--- config.mk ---
export PLATFORM = sky130hd
export DESIGN_NAME = layer_completion_ctrl
export DESIGN_NICKNAME = d
export VERILOG_FILES = /design/src/rtl/lcd_pkg.sv /design/src/rtl/lcd_layer_reduce.sv /design/src/rtl/lcd_precharge_seq.sv /design/src/rtl/lcd_layer_chain.sv /design/src/rtl/layer_completion_ctrl.sv
export SDC_FILE = /design/constraint.sdc
export NUM_CORES = 1
export LEC_CHECK = 0
export ABC_AREA = 1
export BUFFER_PORTS_ARGS = -buffer_cell sky130_fd_sc_hd__buf_2
export CAP_MARGIN = 20
export CELL_PAD_IN_SITES_DETAIL_PLACEMENT = 1
export CELL_PAD_IN_SITES_GLOBAL_PLACEMENT = 1
export CORE_MARGIN = 2
export CORE_UTILIZATION = 22
export CTS_CLUSTER_SIZE = 8
export DETAILED_ROUTE_END_ITERATION = 12
export PLACE_DENSITY_LB_ADDON = 0.08
export RECOVER_POWER = 50
export SYNTH_ARGS = -nofsm -noshare
export SYNTH_HDL_FRONTEND = slang
export SYNTH_SLANG_ARGS = --single-unit
--- constraint.sdc ---
create_clock -name clk -period 0.85 [get_ports clk]
set_input_delay 0.085 -clock clk [delete_from_list [all_inputs] [get_ports clk]]
set_output_delay 0.085 -clock clk [all_outputs]
set_load 0.05 [all_outputs]
--- src/rtl/lcd_pkg.sv ---
// Package: shared types for the layer completion sequencer.
// Assumes nothing beyond IEEE 1800-2017.
package lcd_pkg;
    typedef enum logic [1:0] {
        SEQ_IDLE      = 2'd0,
        SEQ_PRECHARGE = 2'd1,
        SEQ_EVAL      = 2'd2
    } seq_state_t;
endpackage

--- src/rtl/lcd_layer_reduce.sv ---
// Module: completion reduction for one layer of dual-rail neurons.
// Per neuron, finished = either rail high; a clash = both rails high.
// The layer is finished when every neuron is finished; the clash flag
// is the OR over all neurons. Purely combinational; assumes the rails
// are stable while the layer evaluates.
module lcd_layer_reduce #(
    parameter int NEURONS = 4
) (
    input  logic [NEURONS-1:0] exc_i,
    input  logic [NEURONS-1:0] inh_i,
    output logic               layer_done_o,
    output logic               layer_clash_o
);
    logic [NEURONS-1:0] fin;
    logic [NEURONS-1:0] clash;

    // Per-neuron completion and clash detection.
    for (genvar j = 0; j < NEURONS; j++) begin : g_neuron
        assign fin[j]   = exc_i[j] | inh_i[j];
        assign clash[j] = exc_i[j] & inh_i[j];
    end

    // AND tree over completions, OR tree over clashes.
    always_comb begin
        layer_done_o  = &fin;
        layer_clash_o = |clash;
    end
endmodule

--- src/rtl/lcd_precharge_seq.sv ---
// Module: precharge sequencer. A strobe (any state) enters precharge
// for RESET_CYCLES cycles; afterwards a one-cycle start pulse releases
// the first layer. Assumes RESET_CYCLES >= 1.
module lcd_precharge_seq
    import lcd_pkg::*;
#(
    parameter int RESET_CYCLES = 3
) (
    input  logic clk,
    input  logic rst_n,
    input  logic new_input,
    output logic precharge_o,
    output logic start_o
);
    localparam int CW = $clog2(RESET_CYCLES + 1);
    localparam logic [CW-1:0] CNT_LOAD = CW'(RESET_CYCLES - 1);

    seq_state_t    state_q;
    logic [CW-1:0] cnt_q;

    // State and hold counter update.
    always_ff @(posedge clk) begin
        if (!rst_n) begin
            state_q <= SEQ_IDLE;
            cnt_q   <= '0;
        end else if (new_input) begin
            state_q <= SEQ_PRECHARGE;
            cnt_q   <= CNT_LOAD;
        end else if (state_q == SEQ_PRECHARGE) begin
            if (cnt_q == '0) state_q <= SEQ_EVAL;
            else             cnt_q   <= cnt_q - 1'b1;
        end
    end

    // Output decode.
    always_comb begin
        precharge_o = (state_q == SEQ_PRECHARGE);
        start_o     = (state_q == SEQ_PRECHARGE) && (cnt_q == '0) && !new_input;
    end

    // Checker: length of the current precharge run.
    logic [CW:0] run_len_q;
    always_ff @(posedge clk) begin
        if (!rst_n || new_input) run_len_q <= '0;
        else if (precharge_o)    run_len_q <= run_len_q + 1'b1;
    end

    p_strobe_prech_r1: assert property (@(posedge clk) disable iff (!rst_n)
        new_input |=> precharge_o);

    p_prech_len_r2: assert property (@(posedge clk) disable iff (!rst_n)
        ($fell(precharge_o) && !$past(new_input)) |-> (run_len_q == (CW+1)'(RESET_CYCLES)));
endmodule

--- src/rtl/lcd_layer_chain.sv ---
// Module: layer enable chain. Layer 0 is enabled by the start pulse;
// layer k+1 by layer k being enabled and finished. Also produces the
// network-done and sticky rail error flags. A clear (strobe) drops
// everything. Assumes rails of an enabled layer do not fall.
module lcd_layer_chain #(
    parameter int NUM_LAYERS = 3
) (
    input  logic                  clk,
    input  logic                  rst_n,
    input  logic                  clear_i,
    input  logic                  start_i,
    input  logic [NUM_LAYERS-1:0] layer_done_i,
    input  logic [NUM_LAYERS-1:0] layer_clash_i,
    output logic [NUM_LAYERS-1:0] eval_en_o,
    output logic                  net_done_o,
    output logic                  rail_err_o
);
    localparam int LAST = NUM_LAYERS - 1;

    logic [NUM_LAYERS-1:0] en_q;
    logic                  done_q;
    logic                  err_q;

    // First layer enable: set by start, dropped by clear.
    always_ff @(posedge clk) begin
        if (!rst_n || clear_i) en_q[0] <= 1'b0;
        else if (start_i)      en_q[0] <= 1'b1;
    end

    // Downstream enables: set when the previous layer completes.
    for (genvar k = 1; k < NUM_LAYERS; k++) begin : g_stage
        always_ff @(posedge clk) begin
            if (!rst_n || clear_i)                        en_q[k] <= 1'b0;
            else if (en_q[k-1] && layer_done_i[k-1])      en_q[k] <= 1'b1;
        end

        p_order_r10: assert property (@(posedge clk) disable iff (!rst_n)
            eval_en_o[k] |-> eval_en_o[k-1]);

        p_advance_r4: assert property (@(posedge clk) disable iff (!rst_n)
            (eval_en_o[k-1] && layer_done_i[k-1] && !clear_i) |=> eval_en_o[k]);

        p_blocked_r5: assert property (@(posedge clk) disable iff (!rst_n)
            !eval_en_o[k-1] |=> !eval_en_o[k]);
    end

    // Network-done flag: final layer enabled and finished.
    always_ff @(posedge clk) begin
        if (!rst_n || clear_i)                   done_q <= 1'b0;
        else if (en_q[LAST] && layer_done_i[LAST]) done_q <= 1'b1;
    end

    // Sticky error: clash seen inside an enabled layer.
    always_ff @(posedge clk) begin
        if (!rst_n || clear_i)          err_q <= 1'b0;
        else if (|(en_q & layer_clash_i)) err_q <= 1'b1;
    end

    assign eval_en_o  = en_q;
    assign net_done_o = done_q;
    assign rail_err_o = err_q;

    p_clear_r1: assert property (@(posedge clk) disable iff (!rst_n)
        clear_i |=> (eval_en_o == '0 && !net_done_o && !rail_err_o));

    p_done_hold_r6: assert property (@(posedge clk) disable iff (!rst_n)
        (net_done_o && !clear_i) |=> net_done_o);

    p_done_set_r6: assert property (@(posedge clk) disable iff (!rst_n)
        (eval_en_o[LAST] && layer_done_i[LAST] && !clear_i) |=> net_done_o);

    p_err_set_r7: assert property (@(posedge clk) disable iff (!rst_n)
        ((|(eval_en_o & layer_clash_i)) && !clear_i) |=> rail_err_o);
endmodule

--- src/rtl/layer_completion_ctrl.sv ---
// Module: top of the layer completion sequencer. Splits the flat
// layer-major rail buses per layer, reduces each layer to a finished
// and a clash flag, and drives the precharge sequencer and enable chain.
// Assumes rails are held stable by the neurons once evaluated.
module layer_completion_ctrl #(
    parameter int NUM_LAYERS   = 3,
    parameter int NEURONS      = 4,
    parameter int RESET_CYCLES = 3
) (
    input  logic                          clk,
    input  logic                          rst_n,
    input  logic                          new_input,
    input  logic [NUM_LAYERS*NEURONS-1:0] rail_exc,
    input  logic [NUM_LAYERS*NEURONS-1:0] rail_inh,
    output logic                          precharge_o,
    output logic [NUM_LAYERS-1:0]         eval_en_o,
    output logic                          net_done_o,
    output logic                          rail_err_o
);
    logic [NUM_LAYERS-1:0] layer_done;
    logic [NUM_LAYERS-1:0] layer_clash;
    logic                  start;

    // One reduction per layer.
    for (genvar k = 0; k < NUM_LAYERS; k++) begin : g_layer
        lcd_layer_reduce #(.NEURONS(NEURONS)) u_reduce (
            .exc_i         (rail_exc[k*NEURONS +: NEURONS]),
            .inh_i         (rail_inh[k*NEURONS +: NEURONS]),
            .layer_done_o  (layer_done[k]),
            .layer_clash_o (layer_clash[k])
        );
    end

    lcd_precharge_seq #(.RESET_CYCLES(RESET_CYCLES)) u_seq (
        .clk         (clk),
        .rst_n       (rst_n),
        .new_input   (new_input),
        .precharge_o (precharge_o),
        .start_o     (start)
    );

    lcd_layer_chain #(.NUM_LAYERS(NUM_LAYERS)) u_chain (
        .clk           (clk),
        .rst_n         (rst_n),
        .clear_i       (new_input),
        .start_i       (start),
        .layer_done_i  (layer_done),
        .layer_clash_i (layer_clash),
        .eval_en_o     (eval_en_o),
        .net_done_o    (net_done_o),
        .rail_err_o    (rail_err_o)
    );

    p_prech_excl_r10: assert property (@(posedge clk) disable iff (!rst_n)
        precharge_o |-> (eval_en_o == '0));
endmodule

# Word level (Yosys, flattened, before mapping)
# Index checks and enable logic that the tools add are counted.
# W data, S select, Z words.
[word_totals]
register_bits = 9
wordCells = 68
[op_classes]
n_addsub = 1
n_bitwise = 27
n_reduce_logical = 23
muxes = 6
n_eq_ne = 2
[ops]
columns = ["op", "n"]
rows = [
  ["$and A1 B1 Y1", 12],
  ["$or A1 B1 Y1", 12],
  ["$reduce_and A4 Y1", 3],
  ["$reduce_or A4 Y1", 3],
  ["$reduce_and A2 Y1", 4],
  ["$mux W2", 3],
  ["$logic_and A1 B1 Y1", 5],
  ["$reduce_bool A2 Y1", 2],
  ["$and A3 B3 Y3", 1],
  ["$mux W1", 3],
  ["$reduce_or A3 Y1", 1],
  ["$eq A2 B1 Y1 const B", 1],
  ["$logic_not A1 Y1", 2],
  ["$logic_not A2 Y1", 1],
  ["$ne A2 B2 Y1 const B", 1],
  ["$not A1 Y1", 2],
  ["$reduce_or A2 Y1", 1],
  ["$sub A2 B1 Y2 const B", 1],
  ["$logic_or A1 B1 Y1", 1],
]

# Longest topological paths before layout
# Gate-level depths: netlist of run 1.
[depth]
word_depth = 4
depth_mapped = 6
ltp_nobuf = 6

# Hierarchy
# From an unflattened synthesis of run 1, not the netlist that was laid out.
[hier_totals]
hier_cells = 107
hier_area_um2 = 580.6
[by_module_without_submodules]
columns = ["module", "area_each_um2", "cells_per_inst", "seq_area_each_um2", "instances"]
rows = [
  ["lcd_layer_reduce", 77.6, 20, 0.0, 3],
  ["lcd_precharge_seq", 176.4, 24, 80.1, 1],
  ["lcd_layer_chain", 171.4, 23, 100.1, 1],
]

# Worst setup path before layout of run 1
# OpenSTA, ideal clock, no wires.
[synth_timing]
path_kind = "register to register"
from = "register u_chain.en_q[0] (netlist: u_chain.eval_en_o[0])"
to = "register u_chain.en_q[1] (netlist: u_chain.eval_en_o[1])"
t_arrival_ns = 1.023
slack_ns = -0.243
setup_ns = 0.070
required_time_ns = 0.780
path_buffers = 0
path_stages_with_launch = 5
synth_period_minus_slack_ns = 1.093
path_cell_list = "dfxtp_1 -> inv_1 -> nor2_1 -> o211ai_1 -> a21oi_1"
[synth_between]
elab_chain_cells = 1
[synth_rtl]
columns = ["element", "line_no", "rtl"]
rows = [
  ["start, declared", "lcd_layer_chain.sv:20", "logic [NUM_LAYERS-1:0] en_q;"],
  ["start signal, assigned", "lcd_layer_chain.sv:26", "if (!rst_n || clear_i) en_q[0] <= 1'b0;"],
  ["start signal, assigned", "lcd_layer_chain.sv:27", "else if (start_i) en_q[0] <= 1'b1;"],
  ["$logic_and A1 B1 Y1", "lcd_layer_chain.sv:34", "else if (en_q[k-1] && layer_done_i[k-1]) en_q[k] <= 1'b1;"],
]
# No other way between the ends.
# A chain may end at the register's enable or synchronous reset.

# Worst setup path after layout of run 1
[layout_timing]
from = "register u_seq.state_q[1]"
to = "output port precharge_o"
[layout_between]
elab_chain_cells = 1
[layout_rtl]
columns = ["element", "line_no", "rtl"]
rows = [
  ["start, declared", "lcd_precharge_seq.sv:18", "seq_state_t state_q;"],
  ["start signal, assigned", "lcd_precharge_seq.sv:24", "state_q <= SEQ_IDLE;"],
  ["start signal, assigned", "lcd_precharge_seq.sv:27", "state_q <= SEQ_PRECHARGE;"],
  ["start signal, assigned", "lcd_precharge_seq.sv:30", "if (cnt_q == '0) state_q <= SEQ_EVAL;"],
  ["$eq A2 B1 Y1", "lcd_precharge_seq.sv:37", "precharge_o = (state_q == SEQ_PRECHARGE);"],
  ["end, declared", "layer_completion_ctrl.sv:15", "output logic precharge_o,"],
]
# No other way between the ends.

==> metrics, run 1 <==
effective utilization at floorplan 0.239; unique cell type count in the Yosys netlist 12; startpoint types flop; mean instance size in the synthesized netlist 6.14 um^2; category of the most critical setup path reg2out; CTS sink count 9; max_cap viols 0; Seq/Total Area, Yosys 0.376; number of instances in the synthesized netlist 78; Hold Path End u_seq.cnt_q[0]$_SDFFE_PP0P_; number of buffers added to fix hold violations after cts 0; floorplan die area 2570 um^2; number of cells after detailed placement 137; maximum buffer depth of the clock tree 2; ports placed on the boundary 33; die span in y 50.7 um; DR WL/cell 9.34 um; synth top area cells sky130_fd_sc_hd__dfxtp_1 (38%), sky130_fd_sc_hd__nand2_1 (19%), sky130_fd_sc_hd__nor2_1 (14%); initial antenna violation count 0; worst hold path startpoint rst_n; number of buffers inserted by port buffering 32; root buf cell sky130_fd_sc_hd__clkbuf_4; total power divided by cell area 1220 nW/um^2; timing-limited maximum frequency 983 MHz; worst setup slack after layout -167 ps; GR Overflow Total 0; post-layout util 0.416; switching portion of total power 0.284; number of pins exceeding their max-slew limit in the final report 0; final setup violating endpoints 7; final count of hold timing violations 0; summed instance area of the synthesized netlist 479 um^2; Tcrit/Tclk final 1.20; sequential power share 0.437; half-perimeter wire length after detailed placement 1.08 mm; delay contributed by the slowest stage of the critical path 320 ps; Total Routed Length 1.34 mm; hold depth 3; via count 594; required time worst endpoint 760 ps; deepest level of the CTS H-tree 1; Clock Latency Late Sink 250 ps; Critical Path, Cell by Cell inv_2, nand2_4, clkinvlp_4, buf_8; leakage power 0.402 nW; Inserted Clock Buffers 3; number of register bits inferred by synthesis 9; final net count 144; Antenna Violating Nets Remaining 0; violated checks negative setup slack; via count normalized by instance count 4.15; fraction of final layout cells sized beyond drive strength 1 0.526; slew margin rel. 0.851; HP Class in2reg; total number of placement rows 16; critical register-to-register path startpoint u_seq.state_q[1]$_SDFFE_PP0P_; number of global-route vias before repair 607; final RePlAce weighted congestion 0.745; first-pass iteration count of the detailed router 4; Clock Power Share 0.320; largest area contributor in the netlist sky130_fd_sc_hd__dfxtp_1; All-Layer GR Usage 0.126; Ant. Diodes 0; time the worst path needs with I/O delays and setup 1020 ps; clock tree from TritonCTS done; Initial DRC Count 6; Crit Path Max Fanout 3; fill count 273; Switch Pwr 0.000288 W; actual transition at the worst max-transition pin 223 ps; worst-case reg-to-reg path depth 7; pin count of the biggest net entering global routing 7; die extent in x 50.7 um; clock-pin slew on the worst setup and hold paths 60 ps; placeable core region 2000 um^2; cell with the largest stage delay on the worst path sky130_fd_sc_hd__dfxtp_2; worst IR drop on VDD 0.750 mV; global-route wire length before repair 2.46 mm; Comb power frac 0.243; Data arrival, critical path 930 ps; final non-filler cell total 143; run status finished, violations left; fraction of synthesized cell area taken by the top area cell type 0.376; cell internal pwr 0.000725 W; area growth from synthesis to layout 73.9%; number of warnings issued by yosys 0; post-synth net total 105; skew final 2.12 ps; Reg2Reg Capture Point u_seq.cnt_q[0]$_SDFFE_PP0P_; count of unresolved DRC violations after routing 0; flop-to-flop setup slack -150 ps; unrepaired setup endpoints after global routing yes; Worst Setup End Kind primary output
## power groups by stage
stage / logic [W] / clock network (W) / registers (W)
finish: 0.000247 / 0.000324 / 0.000442
global route: 0.000280 / 0.000367 / 0.000444
CTS: 0.000237 / 0.000339 / 0.000443
detailed placement: 0.000208 / 0 / 0.000450
global placement: 0.000204 / 0 / 0.000450
floorplan: 0.000102 / 0 / 0.000460
## sequential cells by signal, indices dropped and copies added (netlist names)
signal and cells:
u_chain.eval_en_o 3, u_chain.net_done_o 1, u_chain.rail_err_o 1, u_seq.cnt_q 2, u_seq.state_q 2
## worst max-delay path, delay by kind of cell (launching register included)
family / cells / cell delay [ps]
buf+inv: 3 / 290
flops: 1 / 320
simple gates: 1 / 70
## stage by stage
step	worst slack [ps]	setup TNS, ps	hold WS (ps)	cell area, um^2	total power, W
after global routing	-227	-1140	97.7	833	0.00109
after floorplan	-199	-815	214	505	0.000562
after CTS	-173	-614	95.0	795	0.00102
after global placement	-28.3	-28.3	361	699	0.000654
after detailed placement	-43.1	-56.4	365	699	0.000658
final	-167	-645	101	833	0.00101
## final cells by class
type / instances / area, um^2 / area share
well taps: 27 / 33.8 / 0.0405
clock buffers: 4 / 26.3 / 0.0315
flip-flops and latches: 9 / 196 / 0.236
repair buffers: 34 / 231 / 0.278
inverters: 9 / 40.0 / 0.0480
multi-input cells: 60 / 305 / 0.366
## synth_stat cells (all sizes together)
| master | instances |
|---|---|
| dfxtp | 9 |
| nor2 | 18 |
| or2 | 1 |
| o21ai | 3 |
| o211ai | 3 |
| inv | 9 |
| nand2 | 26 |
| nand3 | 1 |
| a21oi | 8 |
## metal layers
layer | GRT usage | vias to the layer above | wire length, um
met1 | 0.165 | 249 | 656
met4 | 0.0676 | 0 | 14
met3 | 0.0208 | 2 | 90
met5 | 0 | - | 0
met2 | 0.197 | 23 | 575
li1 | - | 320 | -
## cells in the final DEF, fill, tap and decap left out
cell,count
sky130_fd_sc_hd__a21oi_2,3
sky130_fd_sc_hd__nand2_4,2
sky130_fd_sc_hd__buf_6,1
sky130_fd_sc_hd__clkbuf_1,1
sky130_fd_sc_hd__dfxtp_2,4
sky130_fd_sc_hd__nand2_1,22
sky130_fd_sc_hd__nor2_2,2
sky130_fd_sc_hd__o21ai_1,1
sky130_fd_sc_hd__o211ai_1,3
sky130_fd_sc_hd__buf_2,26
sky130_fd_sc_hd__nor2_4,1
sky130_fd_sc_hd__nand2_2,2
sky130_fd_sc_hd__inv_1,4
sky130_fd_sc_hd__a21oi_1,5
sky130_fd_sc_hd__dfxtp_4,3
sky130_fd_sc_hd__buf_8,5
sky130_fd_sc_hd__nor2_1,15
sky130_fd_sc_hd__o21ai_0,2
sky130_fd_sc_hd__nand3_2,1
sky130_fd_sc_hd__dfxtp_1,2
sky130_fd_sc_hd__inv_2,3
sky130_fd_sc_hd__or2_4,1
sky130_fd_sc_hd__clkbuf_4,3
sky130_fd_sc_hd__clkinvlp_4,1
sky130_fd_sc_hd__buf_4,2
sky130_fd_sc_hd__inv_4,1
## logic make-up (layout without fill, tap and decap cells)
| family | after synthesis | count (layout) | share of synthesized area |
|---|---|---|---|
| flops | 9 | 9 | 0.376 |
| compound gates | 14 | 14 | 0.170 |
| buf+inv | 9 | 47 | 0.0705 |
| simple gates | 46 | 46 | 0.384 |
## worst max path at each step
stage / from / to / slack, ps / cells after the start
global route: u_seq.state_q[1]$_SDFFE_PP0P_ / precharge_o / -230 / 4
finish: u_seq.state_q[1]$_SDFFE_PP0P_ / precharge_o / -170 / 4
CTS: u_seq.state_q[1]$_SDFFE_PP0P_ / precharge_o / -170 / 4
floorplan: u_seq.state_q[1]$_SDFFE_PP0P_ / u_seq.state_q[0]$_SDFFE_PN0P_ / -200 / 6
detailed placement: u_seq.state_q[0]$_SDFFE_PN0P_ / u_seq.cnt_q[1]$_SDFFE_PN0P_ / -40 / 4
global placement: u_seq.state_q[0]$_SDFFE_PN0P_ / u_seq.cnt_q[1]$_SDFFE_PN0P_ / -30 / 4
## what timing repair did
| item | in CTS | in global routing |
|---|---|---|
| endpoints found under the setup margin | 9 | 14 |
| pin swaps | 0 | 9 |
| buffers inserted | 2 | 0 |
| resized for setup | 17 | 16 |
| endpoints found under the hold margin | 0 | 0 |
No activity file was read; power rests on OpenSTA's default activity.
==> inputs of run 2 (changes only) <==
==> constraint.sdc (replaced) <==
create_clock -name clk -period 0.92 [get_ports clk]
set_input_delay 0.092 -clock clk [delete_from_list [all_inputs] [get_ports clk]]
set_output_delay 0.092 -clock clk [all_outputs]
set_load 0.05 [all_outputs]
==> metrics, run 2 (synthesis gave the netlist of run 1 again) <==
ports placed on the boundary 33; category of the most critical setup path reg2out; global-route wire length before repair 2.40 mm; final count of hold timing violations 0; most common cell after layout, fill and taps aside sky130_fd_sc_hd__buf_2; initial antenna violation count 0; Hold Path End u_seq.cnt_q[0]$_SDFFE_PP0P_; final net count 146; number of global-route vias before repair 607; Tcrit/Tclk final 1.12; DR WL/cell 9.42 um; via count normalized by instance count 4.21; half-perimeter wire length after detailed placement 1.12 mm; M1 GR Usage 0.146; timing-limited maximum frequency 968 MHz; max_cap viols 0; GR Overflow Total 0; worst setup slack after layout -113 ps; Data arrival, critical path 940 ps; required time worst endpoint 830 ps; number of pins exceeding their max-slew limit in the final report 0; time the worst path needs with I/O delays and setup 1030 ps; flop-to-flop setup slack -60 ps; maximum buffer depth of the clock tree 2; max FFs per register 3; slew margin rel. 0.852; leakage power 0.397 nW; fraction of final layout cells sized beyond drive strength 1 0.441; CTS sink count 9; Worst Setup End Kind primary output; All-Layer GR Usage 0.125; final setup violating endpoints 5; Ant. Diodes 0; count of unresolved DRC violations after routing 0; worst setup slack after placement 16.8 ps; Total Routed Length 1.37 mm; Clock Latency Late Sink 260 ps; total number of placement rows 16; Inserted Clock Buffers 3; actual transition at the worst max-transition pin 221 ps; critical register-to-register path startpoint u_seq.state_q[1]$_SDFFE_PP0P_; number of buffers inserted by port buffering 32; via count 610; worst IR drop on VDD 0.508 mV; final standard cell area without fillers 791 um^2; die extent in x 50.7 um; final RePlAce weighted congestion 0.695; hold depth 3; placed inst area 694 um^2; first-pass iteration count of the detailed router 4; fill count 287; total power divided by cell area 1190 nW/um^2; startpoint types flop; Global Route met3 Usage 0.00893; floorplan die area 2570 um^2; Reg2Reg Capture Point u_seq.cnt_q[0]$_SDFFE_PP0P_; die span in y 50.7 um; pin count of the biggest net entering global routing 7; deepest level of the CTS H-tree 1; Antenna Violating Nets Remaining 0; clock tree from TritonCTS done; area growth from synthesis to layout 65.0%; worst hold path startpoint rst_n; GRT busiest layer met2; HP Class in2reg; run status finished, violations left; GR met2 Demand/Resource 0.219; placeable core region 2000 um^2; unrepaired setup endpoints after global routing yes; skew final 2.17 ps; worst-case reg-to-reg path depth 7; root buf cell sky130_fd_sc_hd__clkbuf_4; most frequent cells in the layout sky130_fd_sc_hd__buf_2 (26), sky130_fd_sc_hd__nand2_1 (23), sky130_fd_sc_hd__nor2_1 (18), sky130_fd_sc_hd__buf_4 (8), sky130_fd_sc_hd__inv_1 (7); Hold WS 97.2 ps; Crit Path Max Fanout 3; violated checks negative setup slack; clock-pin slew on the worst setup and hold paths 60 ps; Initial DRC Count 8; effective utilization at floorplan 0.239
-- run 2: critical path: stages (launching register included) --
cell                         delay (ps)
sky130_fd_sc_hd__dfxtp_2            320
sky130_fd_sc_hd__inv_2               40
sky130_fd_sc_hd__nand2_4             70
sky130_fd_sc_hd__clkinvlp_4          90
sky130_fd_sc_hd__buf_8              150
-- run 2: final cells by class --
class / count / area [um^2] / share of cell area
inverters: 9 / 37.5 / 0.0475
multi-input cells: 60 / 290 / 0.367
flip-flops and latches: 9 / 186 / 0.236
repair buffers: 36 / 216 / 0.274
well taps: 27 / 33.8 / 0.0427
clock buffers: 4 / 26.3 / 0.0332
-- run 2: where the power goes --
part / internal [W] / leakage (nW) / switching, W
registers: 0.000401 / 0.0752 / 0.00000995
clock network: 0.000167 / 0.0150 / 0.000133
logic: 0.000110 / 0.307 / 0.000120
total: 0.000677 / 0.397 / 0.000263
-- run 2: timing repair --
| item | 4_1_cts | 5_1_grt |
|---|---|---|
| endpoints found under the setup margin | 6 | 7 |
| hold buffers | 0 | 0 |
| resized for setup | 9 | 5 |
| buffers inserted | 3 | 1 |
| endpoints found under the hold margin | 0 | 0 |
-- run 2: worst max path at each step --
stage                     cells after the start                       endpoint                     startpoint
after floorplan                               6  u_seq.state_q[0]$_SDFFE_PN0P_  u_seq.state_q[1]$_SDFFE_PP0P_
after global placement                        4    u_seq.cnt_q[1]$_SDFFE_PN0P_  u_seq.state_q[0]$_SDFFE_PN0P_
after detailed placement                      4    u_seq.cnt_q[1]$_SDFFE_PN0P_  u_seq.state_q[0]$_SDFFE_PN0P_
after CTS                                     4                    precharge_o  u_seq.state_q[1]$_SDFFE_PP0P_
after global routing                          4                    precharge_o  u_seq.state_q[1]$_SDFFE_PP0P_
final                                         4                    precharge_o  u_seq.state_q[1]$_SDFFE_PP0P_
-- run 2: routing by layer --
metal / up-vias / routed length (um)
li1: 325 / -
met1: 257 / 592
met2: 24 / 638
met3: 4 / 96
met4: 0 / 39
met5: - / 0
-- run 2: stage by stage --
stage | std cells | TNS [ps] | power, W | utilization
after global placement | 137 | 0 | 0.000607 | 0.347
after floorplan | 78 | -454 | 0.000522 | -
after CTS | 144 | -231 | 0.000948 | 0.385
final | 145 | -238 | 0.000940 | 0.395
after global routing | 145 | -719 | 0.00101 | 0.395
after detailed placement | 137 | 0 | 0.000612 | 0.347
